===== config.mk =====
export PLATFORM = sky130hd
export DESIGN_NAME = otp_fuse_regif
export DESIGN_NICKNAME = d
export VERILOG_FILES = /design/src/rtl/otp_pkg.sv /design/src/rtl/otp_addr_decode.sv /design/src/rtl/otp_ctrl_regs.sv /design/src/rtl/otp_fuse_rom.sv /design/src/rtl/otp_rd_path.sv /design/src/rtl/otp_fuse_regif.sv
export SDC_FILE = /design/constraint.sdc
export NUM_CORES = 1
export LEC_CHECK = 0
export BUFFER_PORTS_ARGS = -buffer_cell sky130_fd_sc_hd__buf_2
export CAP_MARGIN = 10
export CORE_MARGIN = 2
export CORE_UTILIZATION = 50
export DETAILED_ROUTE_END_ITERATION = 10
export PLACE_DENSITY = 0.76
export SETUP_SLACK_MARGIN = 0.5
export SLEW_MARGIN = 20
export SYNTH_ARGS = -nofsm -noshare
export SYNTH_HDL_FRONTEND = slang
export SYNTH_SLANG_ARGS = --single-unit

===== constraint.sdc =====
create_clock -name clk -period 5.65 [get_ports clk]
set_clock_uncertainty 0.15 [all_clocks]
set_input_delay 0.565 -clock clk [delete_from_list [all_inputs] [get_ports clk]]
set_output_delay 0.565 -clock clk [all_outputs]
set_load 0.01 [all_outputs]

===== src/rtl/otp_pkg.sv =====
// Package: shared constants and register index type for the fuse array
// register front end. Assumes one 32-bit register per word offset,
// starting at offset 0 and packed without gaps.
package otp_pkg;

    // Word index of each register (byte offset = index * 4).
    typedef enum logic [3:0] {
        IDX_ADDR  = 4'd0,
        IDX_IO    = 4'd1,
        IDX_ASTB  = 4'd2,
        IDX_CE    = 4'd3,
        IDX_CLK   = 4'd4,
        IDX_DIN   = 4'd5,
        IDX_DOUT  = 4'd6,
        IDX_DSTB  = 4'd7,
        IDX_PROG  = 4'd8,
        IDX_TCTL  = 4'd9,
        IDX_TMODE = 4'd10,
        IDX_TREP  = 4'd11,
        IDX_TRD   = 4'd12,
        IDX_TRIM  = 4'd13,
        IDX_WEN   = 4'd14
    } reg_idx_e;

    localparam int NUM_REGS  = 15;
    localparam int REG_IDX_W = $clog2(NUM_REGS);
    localparam int EN_BIT    = 0;
    localparam logic [31:0] CLOSED_VALUE = 32'h0000_00FF;

endpackage


===== src/rtl/otp_addr_decode.sv =====
// Module: otp_addr_decode
// Turns a byte address into a register hit flag and a word index.
// Assumes word-only access: any address with nonzero low two bits misses.
module otp_addr_decode
    import otp_pkg::*;
#(
    parameter int ADDR_W = 12
) (
    input  logic [ADDR_W-1:0]    addr,
    output logic                 hit,
    output logic [REG_IDX_W-1:0] idx
);
    localparam int WORD_W = ADDR_W - 2;
    localparam logic [WORD_W-1:0] LAST_WORD = WORD_W'(NUM_REGS - 1);

    logic [WORD_W-1:0] word;

    // Split the address and compare the word index with the last register.
    always_comb begin
        word = addr[ADDR_W-1:2];
        hit  = (addr[1:0] == 2'b00) && (word <= LAST_WORD);
        idx  = word[REG_IDX_W-1:0];
    end
endmodule


===== src/rtl/otp_ctrl_regs.sv =====
// Module: otp_ctrl_regs
// Control register bank. One register per index, generated. The fuse
// address slot keeps only FUSE_AW bits, and the data-out slot has no
// storage (it reads as zero here and is replaced later in the read path).
// Assumes wr_en is already qualified by a decode hit.
module otp_ctrl_regs
    import otp_pkg::*;
#(
    parameter int DATA_W  = 32,
    parameter int FUSE_AW = 12
) (
    input  logic                             clk,
    input  logic                             rst_n,
    input  logic                             wr_en,
    input  logic [REG_IDX_W-1:0]             wr_idx,
    input  logic [DATA_W-1:0]                wdata,
    output logic [NUM_REGS-1:0][DATA_W-1:0]  regs_q
);
    localparam logic [DATA_W-1:0] ADDR_KEEP = {{(DATA_W-FUSE_AW){1'b0}}, {FUSE_AW{1'b1}}};

    for (genvar i = 0; i < NUM_REGS; i++) begin : g_reg
        if (i == int'(IDX_DOUT)) begin : g_ro
            // Data-out has no storage: writes to it go nowhere.
            assign regs_q[i] = '0;
        end else begin : g_rw
            localparam logic [DATA_W-1:0] KEEP = (i == int'(IDX_ADDR)) ? ADDR_KEEP : '1;
            // Store the masked write value when this register is addressed.
            always_ff @(posedge clk) begin
                if (!rst_n)
                    regs_q[i] <= '0;
                else if (wr_en && (wr_idx == REG_IDX_W'(i)))
                    regs_q[i] <= wdata & KEEP;
            end
        end
    end
endmodule


===== src/rtl/otp_fuse_rom.sv =====
// Module: otp_fuse_rom
// Fuse array content as a function of the index. Bus writes never change
// the fuses, so the array reads as all ones except for the serial word and
// its complement at the next index. No storage is built.
module otp_fuse_rom #(
    parameter int                DATA_W     = 32,
    parameter int                FUSE_AW    = 12,
    parameter logic [DATA_W-1:0] SERIAL     = '0,
    parameter logic [FUSE_AW-1:0] SERIAL_IDX = 12'h0FC
) (
    input  logic [FUSE_AW-1:0] idx,
    output logic [DATA_W-1:0]  word
);
    localparam logic [FUSE_AW-1:0] CHECK_IDX = SERIAL_IDX + 1'b1;

    // Select the serial word, its check word or the blank fuse value.
    always_comb begin
        if (idx == SERIAL_IDX)
            word = SERIAL;
        else if (idx == CHECK_IDX)
            word = ~SERIAL;
        else
            word = '1;
    end
endmodule


===== src/rtl/otp_rd_path.sv =====
// Module: otp_rd_path
// Registered read data and write error pulse. Data-out is gated by the
// enable bit of chip enable, data strobe and trim. Assumes rd_req and
// wr_req are never both high.
module otp_rd_path
    import otp_pkg::*;
#(
    parameter int DATA_W = 32
) (
    input  logic                             clk,
    input  logic                             rst_n,
    input  logic                             rd_req,
    input  logic                             wr_req,
    input  logic                             hit,
    input  logic [REG_IDX_W-1:0]             idx,
    input  logic [NUM_REGS-1:0][DATA_W-1:0]  regs_q,
    input  logic [DATA_W-1:0]                fuse_word,
    output logic [DATA_W-1:0]                rdata,
    output logic                             err
);
    logic              fuse_open;
    logic [DATA_W-1:0] rd_next;

    // Readout gate and the read data mux.
    always_comb begin
        fuse_open = regs_q[IDX_CE][EN_BIT] & regs_q[IDX_DSTB][EN_BIT]
                  & regs_q[IDX_TRIM][EN_BIT];
        if (!hit)
            rd_next = '0;
        else if (idx == IDX_DOUT)
            rd_next = fuse_open ? fuse_word : DATA_W'(CLOSED_VALUE);
        else
            rd_next = regs_q[idx];
    end

    // Capture read data on a read, and flag unmapped writes for one cycle.
    always_ff @(posedge clk) begin
        if (!rst_n) begin
            rdata <= '0;
            err   <= 1'b0;
        end else begin
            if (rd_req)
                rdata <= rd_next;
            err <= wr_req && !hit;
        end
    end
endmodule


===== src/rtl/otp_fuse_regif.sv =====
// Module: otp_fuse_regif (top)
// Register front end of a one-time-programmable fuse array: decode,
// control register bank, computed fuse content, registered read path.
// Assumes a single-cycle word bus with no wait states.
module otp_fuse_regif
    import otp_pkg::*;
#(
    parameter int                 ADDR_W     = 12,
    parameter int                 DATA_W     = 32,
    parameter int                 FUSE_AW    = 12,
    parameter logic [DATA_W-1:0]  SERIAL     = '0,
    parameter logic [FUSE_AW-1:0] SERIAL_IDX = 12'h0FC
) (
    input  logic              clk,
    input  logic              rst_n,
    input  logic              bus_sel,
    input  logic              bus_we,
    input  logic [ADDR_W-1:0] bus_addr,
    input  logic [DATA_W-1:0] bus_wdata,
    output logic [DATA_W-1:0] bus_rdata,
    output logic              bus_err
);
    logic                            hit;
    logic [REG_IDX_W-1:0]            idx;
    logic                            rd_req;
    logic                            wr_req;
    logic [NUM_REGS-1:0][DATA_W-1:0] regs_q;
    logic [DATA_W-1:0]               fuse_word;

    // Split the request into read and write strobes.
    always_comb begin
        rd_req = bus_sel && !bus_we;
        wr_req = bus_sel && bus_we;
    end

    otp_addr_decode #(.ADDR_W(ADDR_W)) dec_i (
        .addr (bus_addr),
        .hit  (hit),
        .idx  (idx)
    );

    otp_ctrl_regs #(.DATA_W(DATA_W), .FUSE_AW(FUSE_AW)) regs_i (
        .clk    (clk),
        .rst_n  (rst_n),
        .wr_en  (wr_req && hit),
        .wr_idx (idx),
        .wdata  (bus_wdata),
        .regs_q (regs_q)
    );

    otp_fuse_rom #(
        .DATA_W(DATA_W), .FUSE_AW(FUSE_AW),
        .SERIAL(SERIAL), .SERIAL_IDX(SERIAL_IDX)
    ) rom_i (
        .idx  (regs_q[IDX_ADDR][FUSE_AW-1:0]),
        .word (fuse_word)
    );

    otp_rd_path #(.DATA_W(DATA_W)) rd_i (
        .clk       (clk),
        .rst_n     (rst_n),
        .rd_req    (rd_req),
        .wr_req    (wr_req),
        .hit       (hit),
        .idx       (idx),
        .regs_q    (regs_q),
        .fuse_word (fuse_word),
        .rdata     (bus_rdata),
        .err       (bus_err)
    );
endmodule


# == Yosys cells after proc, flatten, opt, wreduce, memory -nomap -nowiden ==
# Index checks and enable logic that the tools add are counted.
# totals
regBits,461
latch_bits,0
ram_bits,0
rom_bits,0
inputBits,48
memories,0
# op_classes
n_addsub,0
n_mul,0
div,0
order_cmp,2
eq_ne,15
shifts,0
muxes,6
n_bitwise,2
reduce_logical,23
# op_table
cell,count
$mux 32,5
$bmux 32 s4,1
$eq 4x4->1 const B,7
$logic_and 1x1->1,19
$eq 4x3->1 const B,4
$eq 12x8->1 const B,1
$le 10x4->1 const B,1
$eq 4x2->1 const B,2
$lt 4x5->1 const B,1
$eq 4x1->1 const B,1
$logic_not 4->1,1
$and 1x1->1,2
$logic_not 1->1,2
$logic_not 2->1,1

# == Longest topological paths before layout ==
# Gate-level depths: netlist (run 1).
# depth
ltp_word,5
depth_mapped,9
ltp_nobuf,5

# == Hierarchy ==
# A second synthesis (run 1) with hierarchy kept.
# unflattened
cells_unflattened,2287
area_unflattened_um2,21793.4
# by_module_without_submodules
mod,instances,cells_per_inst,area_each_um2,seq_area_each_um2
otp_ctrl_regs,1,1520,15740.1,8568.2
otp_rd_path,1,721,5701.7,660.6
otp_fuse_rom,1,35,272.8,0.0
otp_addr_decode,1,8,55.1,0.0
otp_fuse_regif,1,3,23.8,0.0

# == Worst setup path before layout (run 1) ==
# OpenSTA, ideal clock, no wires.
# synth_timing
path_kind,input to register
from,input port bus_addr[2]
to,register rd_i.rdata[3]
setup_time_ps,117
t_arrival_ps,2012
t_required_ps,5383
setup_slack_ps,3371
cell_stages,5
path_buffers,2
path_cell_list,buf_4 > buf_6 > mux4_2 > mux4_2 > a22o_1
# synth_between
elab_chain_len,4
elab_cells_between_ends,7
classes_between,order compare: 1; eq/ne: 1; mux: 4; reduce/logical: 1
# synth_rtl
element,line_no,text
start: declaration,otp_fuse_regif.sv:18,"input logic [ADDR_W-1:0] bus_addr,"
$bmux 32 s4,otp_rd_path.sv:33,rd_next = regs_q[idx];
$mux 32 (not written as such),otp_rd_path.sv:33,
$mux 32,otp_rd_path.sv:30,else if (idx == IDX_DOUT)
$mux 32 *,otp_rd_path.sv:28,if (!hit)
end signal: assignment,otp_rd_path.sv:43,rdata <= rd_next;
end: declaration,otp_rd_path.sv:18,"output logic [DATA_W-1:0] rdata,"
# Every way passes the cells marked *; elsewhere a longest branch is shown, timed or not. The select of a mux whose other input is x is not followed.
# A chain may end at the register's enable or synchronous reset.

# == Worst setup path after layout (run 1) ==
# layout_timing
from,input port bus_addr[3]
to,register rd_i.rdata[26]
# Same word-level chain as after synthesis.

==> impl_results.md, run 1 <==
* Post-synthesis sequential area ratio at 0.461
* F_max at 313 MHz
* Post-CTS resize count at 0
* Yosys reg bits at 461
* Initial Util at 0.505
* Gr usage total at 0.292
* Via-per-instance ratio at 6.18
* CP required at 5.89 ns
* Post-Syn Area at 0.0200 sq mm
* Clock Tree Root: clkbuf_16
* Setup TNS at 0 ns
* Top_reg_cell synth: dfxtp_1
* Synth area leader: dfxtp_1
* Post-synth EDFFs at 0
* Post-layout min period at 3.20 ns
* Critical Path Sink Type: flop
* WP data arrival at 3.44 ns
* # hold bufs at CTS at 0
* Clock-pin transition on the worst setup and hold timing paths at 0.06 ns
* Post-Synthesis Cells at 2421
* Routed len/inst at 21.2 um
* Setup bufs post-CTS at 0
* Post-synth ARST share at 0
* Initial DRT Pass Iterations at 9
* P_int at 5150 uW
* HP Class: primary input to flop
* Die width at 204 um
* CP Class: primary input to flop
* Max-slew headroom at 0.219
* Fin cells at 2926
* Hpwl dp at 36.1 mm
* Clock network power share at 0.468
* First-pass GRT wire length at 95.7 mm
* Area Growth Syn to Fin at 10.4%
* Port bufs at 80
* Core Box Area at 0.0396 sq mm
* Max VDD drop at 0.159 mV
* Row cnt at 73
* Final wirelength at 61.9 mm
* Inst Count DP at 2834
* Clock Latency Late Sink at 0.57 ns
* Post-synth top area share at 0.461
* Reg power frac at 0.486
* Largest cells by area after synthesis: dfxtp_1, nand2_1, a21oi_1
* Type of origin of the critical path: primary input
* Final Cycle Share at 0.566
* Max clock buf depth at 3
* Largest net degree at the start of global routing at 246
* Initial antenna violation count at 6
* DR DRC count at 0
* Switching share of power at 0.231
* Final Setup Violations at 0
* Top-Level Pins at 81
* Antenna-violating nets left at 0
* Final Hold Fails at 0
* CP max FO at 75
* RSZ-0062 raised after global routing: no
* Die Height at 204 um
* Gpl congestion at 0.842
* Slew at the pin closest to its max-slew limit at 1.17 ns
* Status: finished clean
* Netlist cell types at 44
* CTS H-tree lvls at 2
* Layout Nets at 2407
* Syn Nets at 2469
* Number of global-route vias before repair at 17000
* Sink Count at 461
* Slew Viols, Final at 0
* Initial DRC Count at 2448
* Logic pwr share at 0.047
* Switching pwr at 1550 uW
* Syn avg cell area at 8.26 sq um
* CTS tree: yes
* Synth Warn # at 0
* Routed via count at 18100
* Max-Cap Viols at 0
* PD cells at 303 mW/mm^2
* Die area at 0.0416 sq mm
* Leakage at 0.00748 uW
* Total CTS buffers at 46
* GRT overflow at 0
* Layout cell share with drive strength beyond 1 at 0.138
==> flip-flops by register name (all words and copies together) (netlist names) <==
name	cells
rd_i.rdata	32
regs_i.regs_q	428
rd_i.err	1
==> synthesized netlist by cell type (all sizes together) (4+ instances only) <==
cell type,instances
o31ai,18
and4,4
mux2,52
o22a,12
inv,5
nand4,16
o211a,18
a211oi,20
dfxtp,461
nand2,871
o2bb2ai,23
a21oi,455
nor4,10
nor2,15
mux4,56
and2,4
nand2b,6
nor2b,5
mux2i,62
o21ai,15
clkbuf,160
nand3,19
buf,73
a22o,8
a221oi,20
==> cell usage in the layout (no fill, tap or decap), types with 6 or more instances in the layout <==
cell	n
nand2_1	870
dfxtp_1	461
a21oi_1	455
buf_2	77
mux2i_1	62
mux4_2	56
mux2_2	52
clkbuf_16	47
buf_4	39
o2bb2ai_1	23
a211oi_1	20
a221oi_1	20
nand3_1	19
o211a_1	18
o31ai_1	18
clkbuf_8	16
nand4_1	15
nor2_1	14
o21ai_0	14
o22a_1	12
nor4_4	8
a22o_1	8
clkbuf_1	8
clkinv_2	7
diode_2	6
nand2b_1	6
==> cell type report <==
type / instances / area, sq um
tap: 525 / 657
timing repair buffer: 123 / 772
clock buffer: 70 / 1410
clock inverter: 14 / 139
sequential: 461 / 9230
inverter: 5 / 26.3
fill: 3436 / 17600
multi-input combinational: 1722 / 9830
antenna: 6 / 15.0
==> logic make-up (layout without fill, tap and decap cells) <==
| family | Yosys count | after routing | synth area share |
|---|---|---|---|
| simple gates | 958 | 958 | 0.193 |
| compound gates | 594 | 594 | 0.171 |
| flops | 461 | 461 | 0.461 |
| buf+inv | 238 | 212 | 0.0520 |
| mux | 170 | 170 | 0.123 |
| other cells | 0 | 6 | 0 |
==> metrics by stage <==
| stage | utilization | worst slack [ns] | instance area [sq um] | hold WS (ns) | total power, uW |
|---|---|---|---|---|---|
| floorplan | - | 3.37 | 20000 | 0.281 | 3530 |
| global placement | 0.516 | 1.90 | 20500 | 0.288 | 3620 |
| detailed placement | 0.517 | 2.00 | 20500 | 0.294 | 3630 |
| CTS | 0.556 | 2.56 | 22000 | 0.191 | 6690 |
| global route | 0.557 | 2.37 | 22100 | 0.213 | 6850 |
| finish | 0.557 | 2.45 | 22100 | 0.198 | 6690 |
==> worst max-delay path, cell delays in order <==
cell and delay (ns):
buf_4 0.40, buf_4 0.85, buf_4 0.62, mux4_2 0.40
mux2_2 0.28, a21oi_1 0.17, a211oi_1 0.07
==> power by group through the flow <==
stage               registers, uW  logic, uW  clock network, uW
floorplan                    3320        212                  0
global placement             3320        299                  0
detailed placement           3320        303                  0
CTS                          3250        304               3140
finish                       3250        312               3130
global route                 3250        326               3280
==> final timing paths <==
kind / start / to / slack (ns) / cells after the start
max: bus_addr[3] / rd_i.rdata[26]$_SDFFE_PN0P_ / 2.45 / 7
min reg2reg: regs_i.regs_q[97]$_SDFFE_PN0P_ / regs_i.regs_q[97]$_SDFFE_PN0P_ / 0.30 / 2
max reg2reg: regs_i.regs_q[8]$_SDFFE_PN0P_ / rd_i.rdata[27]$_SDFFE_PN0P_ / 2.97 / 5
min: bus_wdata[23] / regs_i.regs_q[407]$_SDFFE_PN0P_ / 0.20 / 3
==> layer usage <==
layer | global-route usage | routed length (um) | up-vias
met5 | 0 | 0 | -
met4 | 0.149 | 2920 | 0
met3 | 0.0576 | 6270 | 202
met2 | 0.471 | 28700 | 1075
met1 | 0.374 | 24100 | 8709
li1 | - | - | 8110
Note: power is estimated with default switching activity, not from simulation.
==> run 2, diff against run 1 <==
--- a/config.mk
+++ b/config.mk
@@ -10,7 +10,7 @@
 export CORE_MARGIN = 2
 export CORE_UTILIZATION = 50
 export DETAILED_ROUTE_END_ITERATION = 10
-export PLACE_DENSITY = 0.76
+export PLACE_DENSITY = 0.78
 export SETUP_SLACK_MARGIN = 0.5
 export SLEW_MARGIN = 20
 export SYNTH_ARGS = -nofsm -noshare
==> constraint.sdc (replaced) <==
create_clock -name clk -period 2.9 [get_ports clk]
set_clock_uncertainty 0.15 [all_clocks]
set_input_delay 0.29 -clock clk [delete_from_list [all_inputs] [get_ports clk]]
set_output_delay 0.29 -clock clk [all_outputs]
set_load 0.01 [all_outputs]
==> run 2 against run 1 <==
Effect of this change: hold slack worse by 0.10 ns; via count is 3.2% higher; core utilization is 1.9 points higher; die area stayed put; sequential share of layout area is 1.4 points lower; register-to-register slack worse by 2.4 ns; global-route usage is 0.74 points higher; power is 99% higher; largest cell class unchanged; clock power is 100% higher; cell count is 2.0% higher; design area is 3.3% higher.
==> impl_results.md, run 2 (synthesized netlist as in run 1, its figures left out) <==
* Max clock buf depth at 3 (unchanged)
* Critical Path Sink Type: flop
* Tot Pwr at 13300 uW (+99%)
* HP Class: primary input to flop
* Largest net degree at the start of global routing at 130 (-47%)
* CP required at 3.17 ns (-2.72 ns)
* Status: finished clean
* Max VDD drop at 0.350 mV (+120%)
* RSZ-0062 raised after global routing: no
* CP Class: flop to flop
* Post-layout min period at 2.34 ns
* Slew at the pin closest to its max-slew limit at 0.799 ns (-0.372 ns)
* Core Box Area at 0.0396 sq mm (unchanged)
* Type of origin of the critical path: flop
* CP max FO at 19 (-75%)
* Final Setup Violations at 0 (unchanged)
* Max-Cap Viols at 0 (unchanged)
* CTS tree: yes
* Antenna-violating nets left at 0 (unchanged)
* Port bufs at 80 (unchanged)
* Register area at 0.00923 sq mm (unchanged)
* Total CTS buffers at 44 (-4.3%)
* Routed len/inst at 21.5 um (+1.4%)
* Die Height at 204 um (unchanged)
* F_max at 428 MHz
* Initial DRT Pass Iterations at 8 (-1)
* Routed via count at 18700 (+3.2%)
* Hold Slack at 0.0951 ns (-0.103 ns)
* Gpl congestion at 0.857 (+1.8%)
* Max reg flops at 428 (unchanged)
* Fill count at 3288 (-4.3%)
* Final wirelength at 64.0 mm (+3.4%)
* Die width at 204 um (unchanged)
* Top Registers: regs_i.regs_q x428, rd_i.rdata x32, rd_i.err x1
* Top-Level Pins at 81 (unchanged)
* Multi-input logic area at 0.00982 sq mm (about the same)
* Layout Nets at 2472 (+2.7%)
* DR DRC count at 0 (unchanged)
* Initial Util at 0.505 (unchanged)
* # hold bufs at CTS at 32 (+32)
* Reg2Reg Setup Slack at 0.56 ns (-2.41 ns)
* GRT overflow at 0 (unchanged)
* Initial antenna violation count at 2 (-4)
* Die area at 0.0416 sq mm (unchanged)
* Reg with most FFs: regs_i.regs_q
* Sink Count at 461 (unchanged)
* Clock-pin transition on the worst setup and hold timing paths at 0.07 ns (about the same)
* Row cnt at 73 (unchanged)
* Number of global-route vias before repair at 17600 (+3.7%)
* Clock Tree Root: clkbuf_16
* Clock Latency Late Sink at 0.57 ns (about the same)
* Commonest non-fill, non-tap cells in the layout: nand2_1, dfxtp_1, a21oi_1, buf_2, buf_4
* Final Hold Fails at 0 (unchanged)
* PD cells at 583 mW/mm^2 (+92%)
* Gr usage total at 0.300 (+0.00740)
* Final Cycle Share at 0.806
* Leakage at 0.00782 uW (+4.6%)
* First-pass GRT wire length at 98.2 mm (+2.6%)
* Setup bufs post-CTS at 0 (unchanged)
* Area Growth Syn to Fin at 14.0%
* Max-slew headroom at 0.466 (+0.247)
* CTS H-tree lvls at 2 (unchanged)
* Setup TNS at 0 ns (unchanged)
* Via-per-instance ratio at 6.26 (+1.2%)
* Hpwl dp at 37.2 mm (+2.9%)
* Most common cell after layout, fill and taps aside: nand2_1
* Post-CTS resize count at 0 (unchanged)
* Slew Viols, Final at 0 (unchanged)
* Layout cell share with drive strength beyond 1 at 0.147 (+0.00914)
* Initial DRC Count at 2612 (+6.7%)
* WP data arrival at 2.61 ns (-0.83 ns)
==> run 2: cell types whose count changed in the layout (fill, tap and decap cells not counted), moves of 2 or more <==
cell,delta
buf_6,-4
buf_4,+28
clkbuf_8,-2
clkbuf_1,-3
buf_12,+12
bufinv_16,+4
clkinv_4,-3
diode_2,-4
dlygate4sd3_1,+32
==> run 2: final timing paths <==
| kind | cells after the start | from | to |
|---|---|---|---|
| setup / recovery | 6 | regs_i.regs_q[8]$_SDFFE_PN0P_ | rd_i.rdata[27]$_SDFFE_PN0P_ |
| hold / removal | 3 | rst_n | regs_i.regs_q[173]$_SDFFE_PN0P_ |
| setup reg to reg | 6 | regs_i.regs_q[8]$_SDFFE_PN0P_ | rd_i.rdata[27]$_SDFFE_PN0P_ |
| hold reg to reg | 2 | regs_i.regs_q[89]$_SDFFE_PN0P_ | regs_i.regs_q[89]$_SDFFE_PN0P_ |
==> run 2: report_power, final <==
group / internal (uW) / switching [uW]
combinational: 203 / 473
clock: 3760 / 2530
sequential: 6330 / 0.360
total: 10300 / 3000
==> run 2: cell type report <==
class,instances,share of cell area
flip-flops and latches,461,0.404
repair buffers,190,0.0650
well taps,525,0.0288
clock inverters,15,0.0106
diodes,2,0.000219
inverters,5,0.00115
clock buffers,64,0.0591
multi-input cells,1722,0.431
==> run 2: worst max-delay path, stage by stage (launching register included) <==
cell and delay [ns]:
dfxtp_1 0.32, or4b_2 0.71, nor3_2 0.29, o21ai_1 0.14
nand4_2 0.11, buf_4 0.32, a221oi_1 0.15
==> run 2: layer usage <==
metal / part of all wire / vias up / global-route usage
met5: 0 / - / 0
met4: 0.054 / 0 / 0.169
met3: 0.11 / 263 / 0.0540
met2: 0.47 / 1249 / 0.484
met1: 0.37 / 8913 / 0.379
li1: - / 8247 / -
==> run 2: metrics by stage <==
step                       util  worst slack (ns)  instance area (sq um)  instances
after floorplan               -             0.896                  20000       2421
after global placement    0.527             0.540                  20900       2871
after detailed placement  0.527             0.509                  20900       2871
after CTS                 0.575             0.593                  22800       2982
after global routing      0.576             0.511                  22800       2984
final                     0.576             0.563                  22800       2984
